## config.mk

```make
export PLATFORM = sky130hd
export DESIGN_NAME = pll_div_search
export DESIGN_NICKNAME = d
export VERILOG_FILES = /design/src/rtl/pll_search_pkg.sv /design/src/rtl/pll_div_seq.sv /design/src/rtl/pll_p2_sel.sv /design/src/rtl/pll_word_pack.sv /design/src/rtl/pll_div_search.sv
export SDC_FILE = /design/constraint.sdc
export NUM_CORES = 2
export LEC_CHECK = 0
export ABC_AREA = 1
export BUFFER_PORTS_ARGS = -buffer_cell sky130_fd_sc_hd__clkbuf_2
export CORE_AREA = 2 2 265 267
export CTS_CLUSTER_SIZE = 40
export DETAILED_ROUTE_END_ITERATION = 12
export DIE_AREA = 0 0 267 269
export PLACE_DENSITY = 0.77
export SKIP_LAST_GASP = 1
export SYNTH_ARGS = -nofsm -noshare
export SYNTH_HDL_FRONTEND = slang
export SYNTH_HIERARCHICAL = 1
export SYNTH_SLANG_ARGS = --single-unit
```

## constraint.sdc

```tcl
create_clock -name clk_i -period 39.9 [get_ports clk_i]
set_clock_uncertainty 0.1 [all_clocks]
set_input_delay 1.995 -clock clk_i [delete_from_list [all_inputs] [get_ports clk_i]]
set_output_delay 1.995 -clock clk_i [all_outputs]
set_load 0.1 [all_outputs]
```

## src/rtl/pll_search_pkg.sv

```systemverilog
package pll_search_pkg;
  localparam int unsigned FLD_W = 8;
  typedef logic [FLD_W-1:0] fld_t;

  typedef enum logic [2:0] {
    S_IDLE, S_CAND, S_VCO, S_DOT_ISSUE, S_DOT, S_NEXT, S_DONE
  } state_e;

  function automatic logic [1:0] p2_code(input fld_t p2);
    case (p2)
      8'd7:    return 2'd1;
      8'd10:   return 2'd2;
      8'd14:   return 2'd3;
      default: return 2'd0;
    endcase
  endfunction
endpackage

```

## src/rtl/pll_div_seq.sv

```systemverilog
module pll_div_seq #(
  parameter int unsigned W   = 24,
  parameter int unsigned BPC = 8
) (
  input  logic         clk_i,
  input  logic         rst_ni,
  input  logic         start_i,
  input  logic [W-1:0] dvd_i,
  input  logic [W-1:0] dvs_i,
  output logic         done_o,
  output logic [W-1:0] quo_o
);
  localparam int unsigned NCYC = W / BPC;
  localparam int unsigned CW   = $clog2(NCYC + 1);

  logic [W:0]    rem_q, rem_n;
  logic [W-1:0]  quo_q, quo_n, dvs_q;
  logic [CW-1:0] cnt_q;
  logic          done_q;

  // BPC restoring steps per cycle
  always_comb begin
    rem_n = rem_q;
    quo_n = quo_q;
    for (int k = 0; k < int'(BPC); k++) begin
      rem_n = {rem_n[W-1:0], quo_n[W-1]};
      quo_n = {quo_n[W-2:0], 1'b0};
      if (rem_n >= {1'b0, dvs_q}) begin
        rem_n    = rem_n - {1'b0, dvs_q};
        quo_n[0] = 1'b1;
      end
    end
  end

  always_ff @(posedge clk_i or negedge rst_ni) begin
    if (!rst_ni) begin
      rem_q  <= '0;
      quo_q  <= '0;
      dvs_q  <= '0;
      cnt_q  <= '0;
      done_q <= 1'b0;
    end else if (start_i) begin
      rem_q  <= '0;
      quo_q  <= dvd_i;
      dvs_q  <= dvs_i;
      cnt_q  <= CW'(NCYC);
      done_q <= 1'b0;
    end else if (cnt_q != '0) begin
      rem_q  <= rem_n;
      quo_q  <= quo_n;
      cnt_q  <= cnt_q - CW'(1);
      done_q <= (cnt_q == CW'(1));
    end else begin
      done_q <= 1'b0;
    end
  end

  assign done_o = done_q;
  assign quo_o  = quo_q;

  p_div_nonzero_r1: assert property (@(posedge clk_i) disable iff (!rst_ni)
    start_i |-> dvs_i != '0);
  p_div_done_pulse_r1: assert property (@(posedge clk_i) disable iff (!rst_ni)
    done_o |=> !done_o);
endmodule

```

## src/rtl/pll_p2_sel.sv

```systemverilog
module pll_p2_sel
  import pll_search_pkg::*;
#(
  parameter int unsigned TGT_W       = 20,
  parameter int unsigned DAC_THR     = 200000,
  parameter int unsigned DAC_P2_LO   = 10,
  parameter int unsigned DAC_P2_HI   = 5,
  parameter int unsigned DAC_P_MIN   = 5,
  parameter int unsigned DAC_P_MAX   = 80,
  parameter int unsigned LVDS_THR    = 112000,
  parameter int unsigned LVDS_P2_LO  = 14,
  parameter int unsigned LVDS_P2_HI  = 7,
  parameter int unsigned LVDS_P_MIN  = 7,
  parameter int unsigned LVDS_P_MAX  = 98
) (
  input  logic             lvds_i,
  input  logic [TGT_W-1:0] target_i,
  output fld_t             p2_o,
  output fld_t             p_min_o,
  output fld_t             p_max_o
);
  logic below_c;

  assign below_c = lvds_i ? (target_i < TGT_W'(LVDS_THR)) : (target_i < TGT_W'(DAC_THR));

  always_comb begin
    if (lvds_i) begin
      p2_o    = below_c ? fld_t'(LVDS_P2_LO) : fld_t'(LVDS_P2_HI);
      p_min_o = fld_t'(LVDS_P_MIN);
      p_max_o = fld_t'(LVDS_P_MAX);
    end else begin
      p2_o    = below_c ? fld_t'(DAC_P2_LO) : fld_t'(DAC_P2_HI);
      p_min_o = fld_t'(DAC_P_MIN);
      p_max_o = fld_t'(DAC_P_MAX);
    end
  end
endmodule

```

## src/rtl/pll_word_pack.sv

```systemverilog
module pll_word_pack
  import pll_search_pkg::*;
#(
  parameter int unsigned P1_MAX = 8
) (
  input  logic        found_i,
  input  logic        lvds_i,
  input  fld_t        n_i,
  input  fld_t        m1_i,
  input  fld_t        m2_i,
  input  fld_t        p1_i,
  input  fld_t        p2_i,
  output logic [31:0] fp_o,
  output logic [31:0] ctl_o
);
  logic [P1_MAX-1:0] p1_hot;

  for (genvar i = 0; i < int'(P1_MAX); i++) begin : g_p1
    assign p1_hot[i] = found_i && (p1_i == fld_t'(i + 1));
  end

  assign fp_o = found_i ? {8'd0, n_i, m1_i, m2_i} : 32'd0;

  always_comb begin
    ctl_o = 32'd0;
    ctl_o[16 +: P1_MAX] = p1_hot;
    if (found_i) begin
      ctl_o[25:24] = p2_code(p2_i);
      ctl_o[26]    = lvds_i;
    end
  end
endmodule

```

## src/rtl/pll_div_search.sv

```systemverilog
module pll_div_search
  import pll_search_pkg::*;
#(
  parameter int unsigned REF_W   = 17,
  parameter int unsigned TGT_W   = 20,
  parameter int unsigned FRQ_W   = 24,
  parameter int unsigned DIV_BPC = 8,
  parameter int unsigned N_MIN   = 1,
  parameter int unsigned N_MAX   = 6,
  parameter int unsigned M_MIN   = 70,
  parameter int unsigned M_MAX   = 120,
  parameter int unsigned M1_MIN  = 8,
  parameter int unsigned M1_MAX  = 18,
  parameter int unsigned M2_MIN  = 3,
  parameter int unsigned M2_MAX  = 7,
  parameter int unsigned P1_MIN  = 1,
  parameter int unsigned P1_MAX  = 8,
  parameter int unsigned VCO_MIN = 1400000,
  parameter int unsigned VCO_MAX = 2800000,
  parameter int unsigned DOT_MIN = 20000,
  parameter int unsigned DOT_MAX = 400000
) (
  input  logic             clk_i,
  input  logic             rst_ni,
  input  logic             start_i,
  input  logic [TGT_W-1:0] target_i,
  input  logic [REF_W-1:0] ref_i,
  input  logic             prof_lvds_i,
  output logic             done_o,
  output logic             found_o,
  output logic [7:0]       n_o,
  output logic [7:0]       m1_o,
  output logic [7:0]       m2_o,
  output logic [7:0]       p1_o,
  output logic [7:0]       p2_o,
  output logic [FRQ_W-1:0] dot_o,
  output logic [31:0]      fp_word_o,
  output logic [31:0]      ctl_word_o
);
  state_e            state_q;
  logic [TGT_W-1:0]  tgt_q;
  logic [REF_W-1:0]  ref_q;
  logic              lvds_q;
  fld_t              n_q, m1_q, m2_q, p1_q;
  logic [FRQ_W-1:0]  vco_q;
  logic              bv_q;
  fld_t              bn_q, bm1_q, bm2_q, bp1_q;
  logic [FRQ_W-1:0]  bdot_q, berr_q;
  logic              res_found_q, res_lvds_q, done_q;
  fld_t              res_n_q, res_m1_q, res_m2_q, res_p1_q, res_p2_q;
  logic [FRQ_W-1:0]  res_dot_q;

  fld_t              p2_c, pmin_c, pmax_c;
  logic [15:0]       m_c, p_c;
  logic [FRQ_W-1:0]  prod_c, tgt_c, err_c, quo_c;
  logic [FRQ_W-1:0]  div_dvd, div_dvs;
  logic              div_start, div_done, cand_ok, p_ok, vco_ok, dot_ok, better_c;

  pll_p2_sel #(.TGT_W(TGT_W)) u_p2 (
    .lvds_i(lvds_q), .target_i(tgt_q), .p2_o(p2_c), .p_min_o(pmin_c), .p_max_o(pmax_c)
  );

  assign m_c     = 16'd5 * (16'(m1_q) + 16'd2) + 16'(m2_q) + 16'd2;
  assign p_c     = 16'(p1_q) * 16'(p2_c);
  assign prod_c  = FRQ_W'(ref_q) * FRQ_W'(m_c);
  assign cand_ok = (m1_q > m2_q) && (m_c >= 16'(M_MIN)) && (m_c <= 16'(M_MAX));
  assign p_ok    = (p_c >= 16'(pmin_c)) && (p_c <= 16'(pmax_c));
  assign vco_ok  = (quo_c >= FRQ_W'(VCO_MIN)) && (quo_c <= FRQ_W'(VCO_MAX));
  assign dot_ok  = (quo_c >= FRQ_W'(DOT_MIN)) && (quo_c <= FRQ_W'(DOT_MAX));
  assign tgt_c   = FRQ_W'(tgt_q);
  assign err_c   = (quo_c >= tgt_c) ? quo_c - tgt_c : tgt_c - quo_c;
  assign better_c = dot_ok && (!bv_q || (err_c < berr_q));

  always_comb begin
    div_start = 1'b0;
    div_dvd   = prod_c;
    div_dvs   = FRQ_W'(n_q) + FRQ_W'(2);
    if (state_q == S_CAND) begin
      div_start = cand_ok;
    end else if (state_q == S_DOT_ISSUE) begin
      div_start = p_ok;
      div_dvd   = vco_q;
      div_dvs   = FRQ_W'(p_c);
    end
  end

  pll_div_seq #(.W(FRQ_W), .BPC(DIV_BPC)) u_div (
    .clk_i(clk_i), .rst_ni(rst_ni), .start_i(div_start),
    .dvd_i(div_dvd), .dvs_i(div_dvs), .done_o(div_done), .quo_o(quo_c)
  );

  always_ff @(posedge clk_i or negedge rst_ni) begin
    if (!rst_ni) begin
      state_q <= S_IDLE;
      tgt_q <= '0; ref_q <= '0; lvds_q <= 1'b0;
      n_q <= '0; m1_q <= '0; m2_q <= '0; p1_q <= '0; vco_q <= '0;
      bv_q <= 1'b0; bn_q <= '0; bm1_q <= '0; bm2_q <= '0; bp1_q <= '0;
      bdot_q <= '0; berr_q <= '0;
      res_found_q <= 1'b0; res_lvds_q <= 1'b0; done_q <= 1'b0;
      res_n_q <= '0; res_m1_q <= '0; res_m2_q <= '0; res_p1_q <= '0; res_p2_q <= '0;
      res_dot_q <= '0;
    end else begin
      done_q <= 1'b0;
      case (state_q)
        S_IDLE: if (start_i) begin
          tgt_q  <= target_i;
          ref_q  <= ref_i;
          lvds_q <= prof_lvds_i;
          n_q    <= fld_t'(N_MIN);
          m1_q   <= fld_t'(M1_MIN);
          m2_q   <= fld_t'(M2_MIN);
          bv_q   <= 1'b0;
          bn_q <= '0; bm1_q <= '0; bm2_q <= '0; bp1_q <= '0;
          bdot_q <= '0; berr_q <= '0;
          state_q <= S_CAND;
        end
        S_CAND: state_q <= cand_ok ? S_VCO : S_NEXT;
        S_VCO: if (div_done) begin
          vco_q <= quo_c;
          p1_q  <= fld_t'(P1_MIN);
          state_q <= vco_ok ? S_DOT_ISSUE : S_NEXT;
        end
        S_DOT_ISSUE: begin
          if (p_ok) state_q <= S_DOT;
          else if (p1_q == fld_t'(P1_MAX)) state_q <= S_NEXT;
          else p1_q <= p1_q + fld_t'(1);
        end
        S_DOT: if (div_done) begin
          if (better_c) begin
            bv_q <= 1'b1;
            bn_q <= n_q; bm1_q <= m1_q; bm2_q <= m2_q; bp1_q <= p1_q;
            bdot_q <= quo_c; berr_q <= err_c;
          end
          if (p1_q == fld_t'(P1_MAX)) state_q <= S_NEXT;
          else begin
            p1_q <= p1_q + fld_t'(1);
            state_q <= S_DOT_ISSUE;
          end
        end
        S_NEXT: begin
          state_q <= S_CAND;
          if (n_q != fld_t'(N_MAX)) n_q <= n_q + fld_t'(1);
          else begin
            n_q <= fld_t'(N_MIN);
            if (m2_q != fld_t'(M2_MAX)) m2_q <= m2_q + fld_t'(1);
            else begin
              m2_q <= fld_t'(M2_MIN);
              if (m1_q != fld_t'(M1_MAX)) m1_q <= m1_q + fld_t'(1);
              else state_q <= S_DONE;
            end
          end
        end
        S_DONE: begin
          res_found_q <= bv_q;
          res_lvds_q  <= lvds_q & bv_q;
          res_n_q <= bn_q; res_m1_q <= bm1_q; res_m2_q <= bm2_q; res_p1_q <= bp1_q;
          res_p2_q  <= bv_q ? p2_c : '0;
          res_dot_q <= bdot_q;
          done_q  <= 1'b1;
          state_q <= S_IDLE;
        end
        default: state_q <= S_IDLE;
      endcase
    end
  end

  pll_word_pack #(.P1_MAX(P1_MAX)) u_pack (
    .found_i(res_found_q), .lvds_i(res_lvds_q),
    .n_i(res_n_q), .m1_i(res_m1_q), .m2_i(res_m2_q), .p1_i(res_p1_q), .p2_i(res_p2_q),
    .fp_o(fp_word_o), .ctl_o(ctl_word_o)
  );

  assign done_o  = done_q;
  assign found_o = res_found_q;
  assign n_o     = res_n_q;
  assign m1_o    = res_m1_q;
  assign m2_o    = res_m2_q;
  assign p1_o    = res_p1_q;
  assign p2_o    = res_p2_q;
  assign dot_o   = res_dot_q;

  p_done_pulse_r9: assert property (@(posedge clk_i) disable iff (!rst_ni)
    done_o |=> !done_o);
  p_hold_r9: assert property (@(posedge clk_i) disable iff (!rst_ni)
    !done_o |-> $stable(dot_o) && $stable(found_o) && $stable(fp_word_o) && $stable(ctl_word_o));
  p_legal_r2: assert property (@(posedge clk_i) disable iff (!rst_ni)
    found_o |-> (dot_o >= FRQ_W'(DOT_MIN)) && (dot_o <= FRQ_W'(DOT_MAX)) && (m1_o > m2_o));
  p_empty_r6: assert property (@(posedge clk_i) disable iff (!rst_ni)
    !found_o |-> (fp_word_o == 32'd0) && (ctl_word_o == 32'd0) && (dot_o == '0));
  p_p1_hot_r8: assert property (@(posedge clk_i) disable iff (!rst_ni)
    found_o |-> $countones(ctl_word_o[23:16]) == 1);
  p_dac_p2_r3: assert property (@(posedge clk_i) disable iff (!rst_ni)
    (found_o && !ctl_word_o[26]) |-> (p2_o == 8'd5) || (p2_o == 8'd10));
  p_lvds_p2_r4: assert property (@(posedge clk_i) disable iff (!rst_ni)
    (found_o && ctl_word_o[26]) |-> (p2_o == 8'd7) || (p2_o == 8'd14));
  p_div_idle_r10: assert property (@(posedge clk_i) disable iff (!rst_ni)
    (state_q == S_IDLE) |-> !div_done || $past(state_q) != S_IDLE);
endmodule

```

Yosys cells after proc, flatten, opt, wreduce, memory -nomap -nowiden

Index checks and enable logic that the tools add are counted.

Word-level logic and storage cells: 230
Input bits: 41
Output and inout bits: 130
Register bits: 320

Bitwise gates (word level): 1
Magnitude comparators: 21
Multiplexer cells: 95
Eq/ne operators: 31
Add/sub/neg operators: 19
Multiply operators: 3
Reductions and logical operators: 30

Operator list:

| cell                                                   | number |
|---|---|
| 2-to-1 mux 24 bit                                      | 21 |
| >= comparator 25 x 24 -> 1 bit                         | 8 |
| 2-to-1 mux 8 bit                                       | 24 |
| subtractor 24 bit                                      | 8 |
| case mux 8 bit (2 select lines)                        | 7 |
| case mux 24 bit (2 select lines)                       | 2 |
| == test 8 x 3 -> 1 bit (second input constant)         | 5 |
| 2-to-1 mux 3 bit                                       | 12 |
| adder 8 x 1 -> 8 bit (second input constant)           | 4 |
| == test 8 x 4 -> 1 bit (second input constant)         | 4 |
| 2-to-1 mux 16 bit                                      | 2 |
| >= comparator 24 x 15 -> 1 bit (second input constant) | 1 |
| >= comparator 24 x 20 -> 1 bit                         | 1 |
| >= comparator 24 x 21 -> 1 bit (second input constant) | 1 |
| <= comparator 24 x 19 -> 1 bit (second input constant) | 1 |
| <= comparator 24 x 22 -> 1 bit (second input constant) | 1 |
| < comparator 24 bit                                    | 1 |
| multiplier 17 x 14 -> 24 bit                           | 1 |
| case mux 8 bit (3 select lines)                        | 1 |
| subtractor 20 x 24 -> 24 bit                           | 1 |
| subtractor 24 x 20 -> 24 bit                           | 1 |
| < comparator 20 x 17 -> 1 bit (second input constant)  | 1 |
| < comparator 20 x 18 -> 1 bit (second input constant)  | 1 |
| adder 8 x 2 -> 9 bit (second input constant)           | 2 |
| other kinds (39)                                       | 89 |

Longest topological paths before layout

Depth after elaboration: 18
Mapped depth: 138
Depth with buffers taken out: 129

Modules after synthesis

The synthesis kept the hierarchy.

By module, submodules not included:

| module         | instances | cells each | area each (µm²) |
|---|---|---|---|
| pll_div_search | 1         | 3374       | 24444.7 |
| pll_div_seq    | 1         | 2655       | 15571.2 |
| pll_word_pack  | 1         | 126        | 619.3 |
| pll_p2_sel     | 1         | 64         | 330.3 |

Worst setup path after synthesis

Ideal clock, no wire load.

Kind: register to register
Start point: register u_div.dvs_q[1]
End point: register u_div.rem_q[20]
Data required time: 39682 ps
Path slack: 21477 ps
Library setup time: 118 ps
Cell stages (with the launch flop): 134
Data arrival time: 18205 ps
Path through: dfrtp_1 -> inv_1 -> ha_1 -> nand2_1 -> nor2_1 -> nand3_1 -> nand3_1 -> nand2_1 -> nand3_1 -> nor2_2 -> clkbuf_1 -> clkbuf_1 -> nand2_1 -> nand2_1 -> inv_1 -> ha_1 -> nand2_1 -> o21ai_1 -> [98 not listed] -> nand2_1 -> o211ai_1 -> a31oi_1 -> o21ai_0 -> a21boi_0 -> o21ai_0 -> a21oi_1 -> o21ai_0 -> nand3_1 -> nand2_1 -> nand2_1 -> nand3_1 -> inv_1 -> nand3_4 -> buf_4 -> nand2_1 -> nand3_1 -> nand2_1

Longest elaborated chain between the ends: 18
Elaborated cells between the ends (all ways): 26
Classes of those cells: add/sub: 8; order compare: 8; mux: 10

Ends and longest elaborated chain:

| what                                                                       | line                                 | source |
|---|---|---|
| from (decl)                                                                | pll_div_seq.sv:17                    | `logic [W-1:0] quo_q, quo_n, dvs_q;` |
| from (signal assigned)                                                     | pll_div_seq.sv:45                    | `dvs_q <= dvs_i;` |
| subtractor 24 bit / >= comparator 25 x 24 -> 1 bit (equally long branches) | pll_div_seq.sv:29, pll_div_seq.sv:28 |  |
| 2-to-1 mux 24 bit                                                          | pll_div_seq.sv:28                    | `if (rem_n >= {1'b0, dvs_q}) begin` |
| subtractor 24 bit / >= comparator 25 x 24 -> 1 bit (equally long branches) | pll_div_seq.sv:29, pll_div_seq.sv:28 |  |
| 2-to-1 mux 24 bit                                                          | pll_div_seq.sv:28                    |  |
| subtractor 24 bit / >= comparator 25 x 24 -> 1 bit (equally long branches) | pll_div_seq.sv:29, pll_div_seq.sv:28 |  |
| 2-to-1 mux 24 bit                                                          | pll_div_seq.sv:28                    |  |
| subtractor 24 bit / >= comparator 25 x 24 -> 1 bit (equally long branches) | pll_div_seq.sv:29, pll_div_seq.sv:28 |  |
| 2-to-1 mux 24 bit                                                          | pll_div_seq.sv:28                    |  |
| [2 not listed]                                                             | n/a                                  |  |
| subtractor 24 bit / >= comparator 25 x 24 -> 1 bit (equally long branches) | pll_div_seq.sv:29, pll_div_seq.sv:28 |  |
| 2-to-1 mux 24 bit                                                          | pll_div_seq.sv:28                    |  |
| subtractor 24 bit / >= comparator 25 x 24 -> 1 bit (equally long branches) | pll_div_seq.sv:29, pll_div_seq.sv:28 |  |
| 2-to-1 mux 24 bit                                                          | pll_div_seq.sv:28                    |  |
| subtractor 24 bit / >= comparator 25 x 24 -> 1 bit (equally long branches) | pll_div_seq.sv:29, pll_div_seq.sv:28 |  |
| 2-to-1 mux 24 bit *                                                        | pll_div_seq.sv:28                    |  |
| 2-to-1 mux 24 bit *                                                        | pll_div_seq.sv:48                    | `end else if (cnt_q != '0) begin` |
| 2-to-1 mux 24 bit *                                                        | pll_div_seq.sv:42                    | `end else if (start_i) begin` |
| to (signal assigned)                                                       | pll_div_seq.sv:49                    | `rem_q <= rem_n;` |
| to (decl)                                                                  | pll_div_seq.sv:16                    | `logic [W:0] rem_q, rem_n;` |

Every way passes the cells marked *; elsewhere a longest branch is shown, timed or not. The select of a mux whose other input is x is not followed.
A chain may end at the register's enable or synchronous reset.

Worst setup path after layout

Start point: register u_div.dvs_q[1]
End point: register u_div.rem_q[5]

Longest elaborated chain between the ends: 18
Elaborated cells between the ends (all ways): 26
Classes of those cells: add/sub: 8; order compare: 8; mux: 10

Ends and longest elaborated chain:

| what                                                                       | line |
|---|---|
| subtractor 24 bit / >= comparator 25 x 24 -> 1 bit (equally long branches) | pll_div_seq.sv:29, pll_div_seq.sv:28 |
| 2-to-1 mux 24 bit                                                          | pll_div_seq.sv:28 |
| subtractor 24 bit / >= comparator 25 x 24 -> 1 bit (equally long branches) | pll_div_seq.sv:29, pll_div_seq.sv:28 |
| 2-to-1 mux 24 bit                                                          | pll_div_seq.sv:28 |
| subtractor 24 bit / >= comparator 25 x 24 -> 1 bit (equally long branches) | pll_div_seq.sv:29, pll_div_seq.sv:28 |
| 2-to-1 mux 24 bit                                                          | pll_div_seq.sv:28 |
| subtractor 24 bit / >= comparator 25 x 24 -> 1 bit (equally long branches) | pll_div_seq.sv:29, pll_div_seq.sv:28 |
| 2-to-1 mux 24 bit                                                          | pll_div_seq.sv:28 |
| [2 not listed]                                                             | n/a |
| subtractor 24 bit / >= comparator 25 x 24 -> 1 bit (equally long branches) | pll_div_seq.sv:29, pll_div_seq.sv:28 |
| 2-to-1 mux 24 bit                                                          | pll_div_seq.sv:28 |
| >= comparator 25 x 24 -> 1 bit / subtractor 24 bit (equally long branches) | pll_div_seq.sv:28, pll_div_seq.sv:29 |
| 2-to-1 mux 24 bit                                                          | pll_div_seq.sv:28 |
| subtractor 24 bit / >= comparator 25 x 24 -> 1 bit (equally long branches) | pll_div_seq.sv:29, pll_div_seq.sv:28 |
| 2-to-1 mux 24 bit *                                                        | pll_div_seq.sv:28 |
| 2-to-1 mux 24 bit *                                                        | pll_div_seq.sv:48 |
| 2-to-1 mux 24 bit *                                                        | pll_div_seq.sv:42 |

Marked as above.

==> impl_metrics.ini <==
[outcome]
status = finished clean

[clock_tree]
hold_buffers = 0
h-tree-depth = 2
ctsResizeCount = 0
clk_latency_ns = 0.61
cts-buffers-inserted = 41
clockBufferDepth = 3
cts.sinks = 320
cts_setup_buffers = 0
clockRootBuffer = clkbuf_16
cts_tree = built
clkTransAtPathRegs_ns = 0.06

[setup_path]
slowest_stage = nor2_2
r2r-start = u_div/dvs_q[1]$_DFFE_PN0P_
r2r_setup_slack_ns = 16.06
arrival_ns = 24.23
r2r-end = u_div/rem_q[5]$_DFFE_PN0P_
cp_max_fo = 28
path_class = reg2reg
cp-end-kind = flip-flop
required_ns = 40.29
crit_top_cell = nand2_1
cpPeakStageDelay_ns = 0.94
cp-start-kind = flip-flop
reg2reg_depth = 122

[run]
cap_violations = 0

[hold_path]
min_from = bm1_q[0]$_DFFE_PN0P_
min_path_type = reg2reg
hold-path-cell-count = 2
worstHoldEndpoint = m1_o[0]$_DFFE_PN0P_

[synthesis]
synth_seq_area_share = 0.195
async_flop_share = 1.00
yosysWarnings = 6
synthFlopType = dfrtp_1
synthCells = 6219
synth_area_sq_um = 41000
synth.avg_cell_area_sq_um = 6.59
synth-seq-cells = 320
yosys.cell_types.count = 65
synth_edf_count = 0
synthTopCellsByCount = nand2_1 (1998), inv_1 (1014), ha_1 (418)
synth_top_area_frac = 0.195
synth_area_leaders = dfrtp_1 (20%), nand2_1 (18%), ha_1 (13%)
synth_top_area_cell = dfrtp_1
synth_most_common_cell = nand2_1

[floorplan]
chipWidth_um = 267
die_area_sq_um = 71800
top_level_ports = 171
core_area_sq_um = 69300
rows = 97
die_h_um = 269
start_util = 0.591

[placement]
port_buffers = 141
place_congestion = 1.01
place_hpwl_um = 106000

[timing]
worstMarginPinSlew_ns = 1.25
max_freq_mhz = 41.9
setup_viol = 0
hold_ws_ns = 0.368
rsz0062_at_grt = false
min_period_ns = 23.84
post-route-period-util = 0.597
slew_headroom = 0.166
tns_ns = 0
final_hold_viol_count = 0
slew_viol_final = 0

[global_route]
antenna_found_initial = 5
gr-usage-all-layers = 0.377
grt_start_max_net_pins = 128
grt-ovfl-total = 0
grt_pass1_wl_um = 212000
grt_pass1_vias = 37700

[detailed_routing]
dr.first_iter.drc_count = 4315
drtAntennaViolNets = 0
wl_per_cell_um = 18.8
drcViolationCount = 0
vias_per_cell = 5.63
vias = 40700
drt-pass1-iter-count = 6
drt-total-wl_um = 136000

[layout]
synthToLayoutAreaGrowth_pct = 6.69
nets = 6906
fill_cells = 6654
drive_above_1_share = 0.0565
## per-stage QoR
stage | cells | setup slack (ns) | area, sq um | utilization
after floorplan | 6268 | 21.48 | 41100 | -
after global placement | 7153 | 17.51 | 42200 | 0.609
after detailed placement | 7153 | 16.76 | 42200 | 0.609
after CTS | 7227 | 16.69 | 43700 | 0.631
after global routing | 7228 | 13.94 | 43700 | 0.631
final | 7228 | 16.06 | 43700 | 0.631
## kinds of logic (layout without fill, tap and decap cells)
logic type | after synthesis | after routing | synth area share
compound gates | 805 | 805 | 0.108
xor+xnor | 230 | 230 | 0.0492
fa+ha+maj | 609 | 609 | 0.221
buf+inv | 1289 | 1308 | 0.125
flops | 320 | 320 | 0.195
mux | 1 | 1 | 0.000275
other cells | 4 | 54 | 0.000366
simple gates | 2961 | 2961 | 0.301
## cell usage in the layout (no fill, tap or decap), drive strengths merged, types with 3 or more instances in the layout
master	n
nand3b	11
o221ai	12
nor4	24
clkinvlp	3
dfrtp	320
clkbuf	188
nor3b	7
o211ai	17
conb	53
nand4	63
a31oi	24
o21ai	342
nand3	415
o21a	6
nand2	2009
a21boi	16
ha	418
inv	1052
and2	4
o21bai	26
a21oi	313
o31ai	6
nor3	61
or2	13
o22ai	10
fa	191
xnor2	89
nor2	350
buf	38
a21o	17
clkinv	20
xor2	141
bufinv	7
a211oi	7
## sequential cells by signal, indices dropped and copies added (netlist names), 3 cells and up
name,cells
tgt_q,20
bm2_q,8
bp1_q,8
bm1_q,8
p2_o,8
ref_q,17
state_q,3
m1_q,8
p1_o,8
u_div/rem_q,24
bdot_q,24
u_div/dvs_q,24
m2_q,8
berr_q,24
dot_o,24
n_q,8
m2_o,8
bn_q,8
u_div/quo_o,24
m1_o,8
vco_q,24
p1_q,8
n_o,8
## worst max path at each step
stage	startpoint	endpoint	slack, ns
after detailed placement	u_div/dvs_q[1]$_DFFE_PN0P_	u_div/rem_q[19]$_DFFE_PN0P_	16.76
after global placement	u_div/dvs_q[1]$_DFFE_PN0P_	u_div/rem_q[2]$_DFFE_PN0P_	17.51
final	u_div/dvs_q[1]$_DFFE_PN0P_	u_div/rem_q[5]$_DFFE_PN0P_	16.06
after CTS	u_div/dvs_q[1]$_DFFE_PN0P_	u_div/rem_q[5]$_DFFE_PN0P_	16.69
after global routing	u_div/dvs_q[1]$_DFFE_PN0P_	u_div/rem_q[11]$_DFFE_PN0P_	13.94
after floorplan	u_div/dvs_q[1]$_DFFE_PN0P_	u_div/rem_q[20]$_DFFE_PN0P_	21.48
## area by class of cell
class | instances | area (sq um) | area share
well taps | 940 | 1180 | 0.0269
clock inverters | 26 | 414 | 0.00948
diodes | 1 | 2.50 | 0.0000573
flip-flops and latches | 320 | 8010 | 0.183
inverters | 1056 | 3970 | 0.0907
clock buffers | 48 | 1080 | 0.0248
repair buffers | 178 | 993 | 0.0227
multi-input cells | 4659 | 28100 | 0.642
## worst max-delay path, delay by kind of cell, from the launching register on
family	cells	cell delay [ns]
adder cells (fa/ha/maj)	8	2.67
buffers and inverters	9	1.02
flip-flops	1	0.76
AND/OR/NAND/NOR	70	12.61
AO/OA/AOI/OAI	35	6.48
## layer usage
layer / wire length (um) / track usage / up-vias / share of wire
met5: 151 / 0.0108 / - / 0.0011
li1: - / - / 19600 / -
met3: 13700 / 0.0715 / 325 / 0.10
met2: 57000 / 0.570 / 1819 / 0.42
met4: 5920 / 0.147 / 8 / 0.044
met1: 58900 / 0.532 / 19000 / 0.43
Power is left out: the tool's default activity adds up to more than one toggle a clock period on the data nets, which glitch-free logic cannot reach.
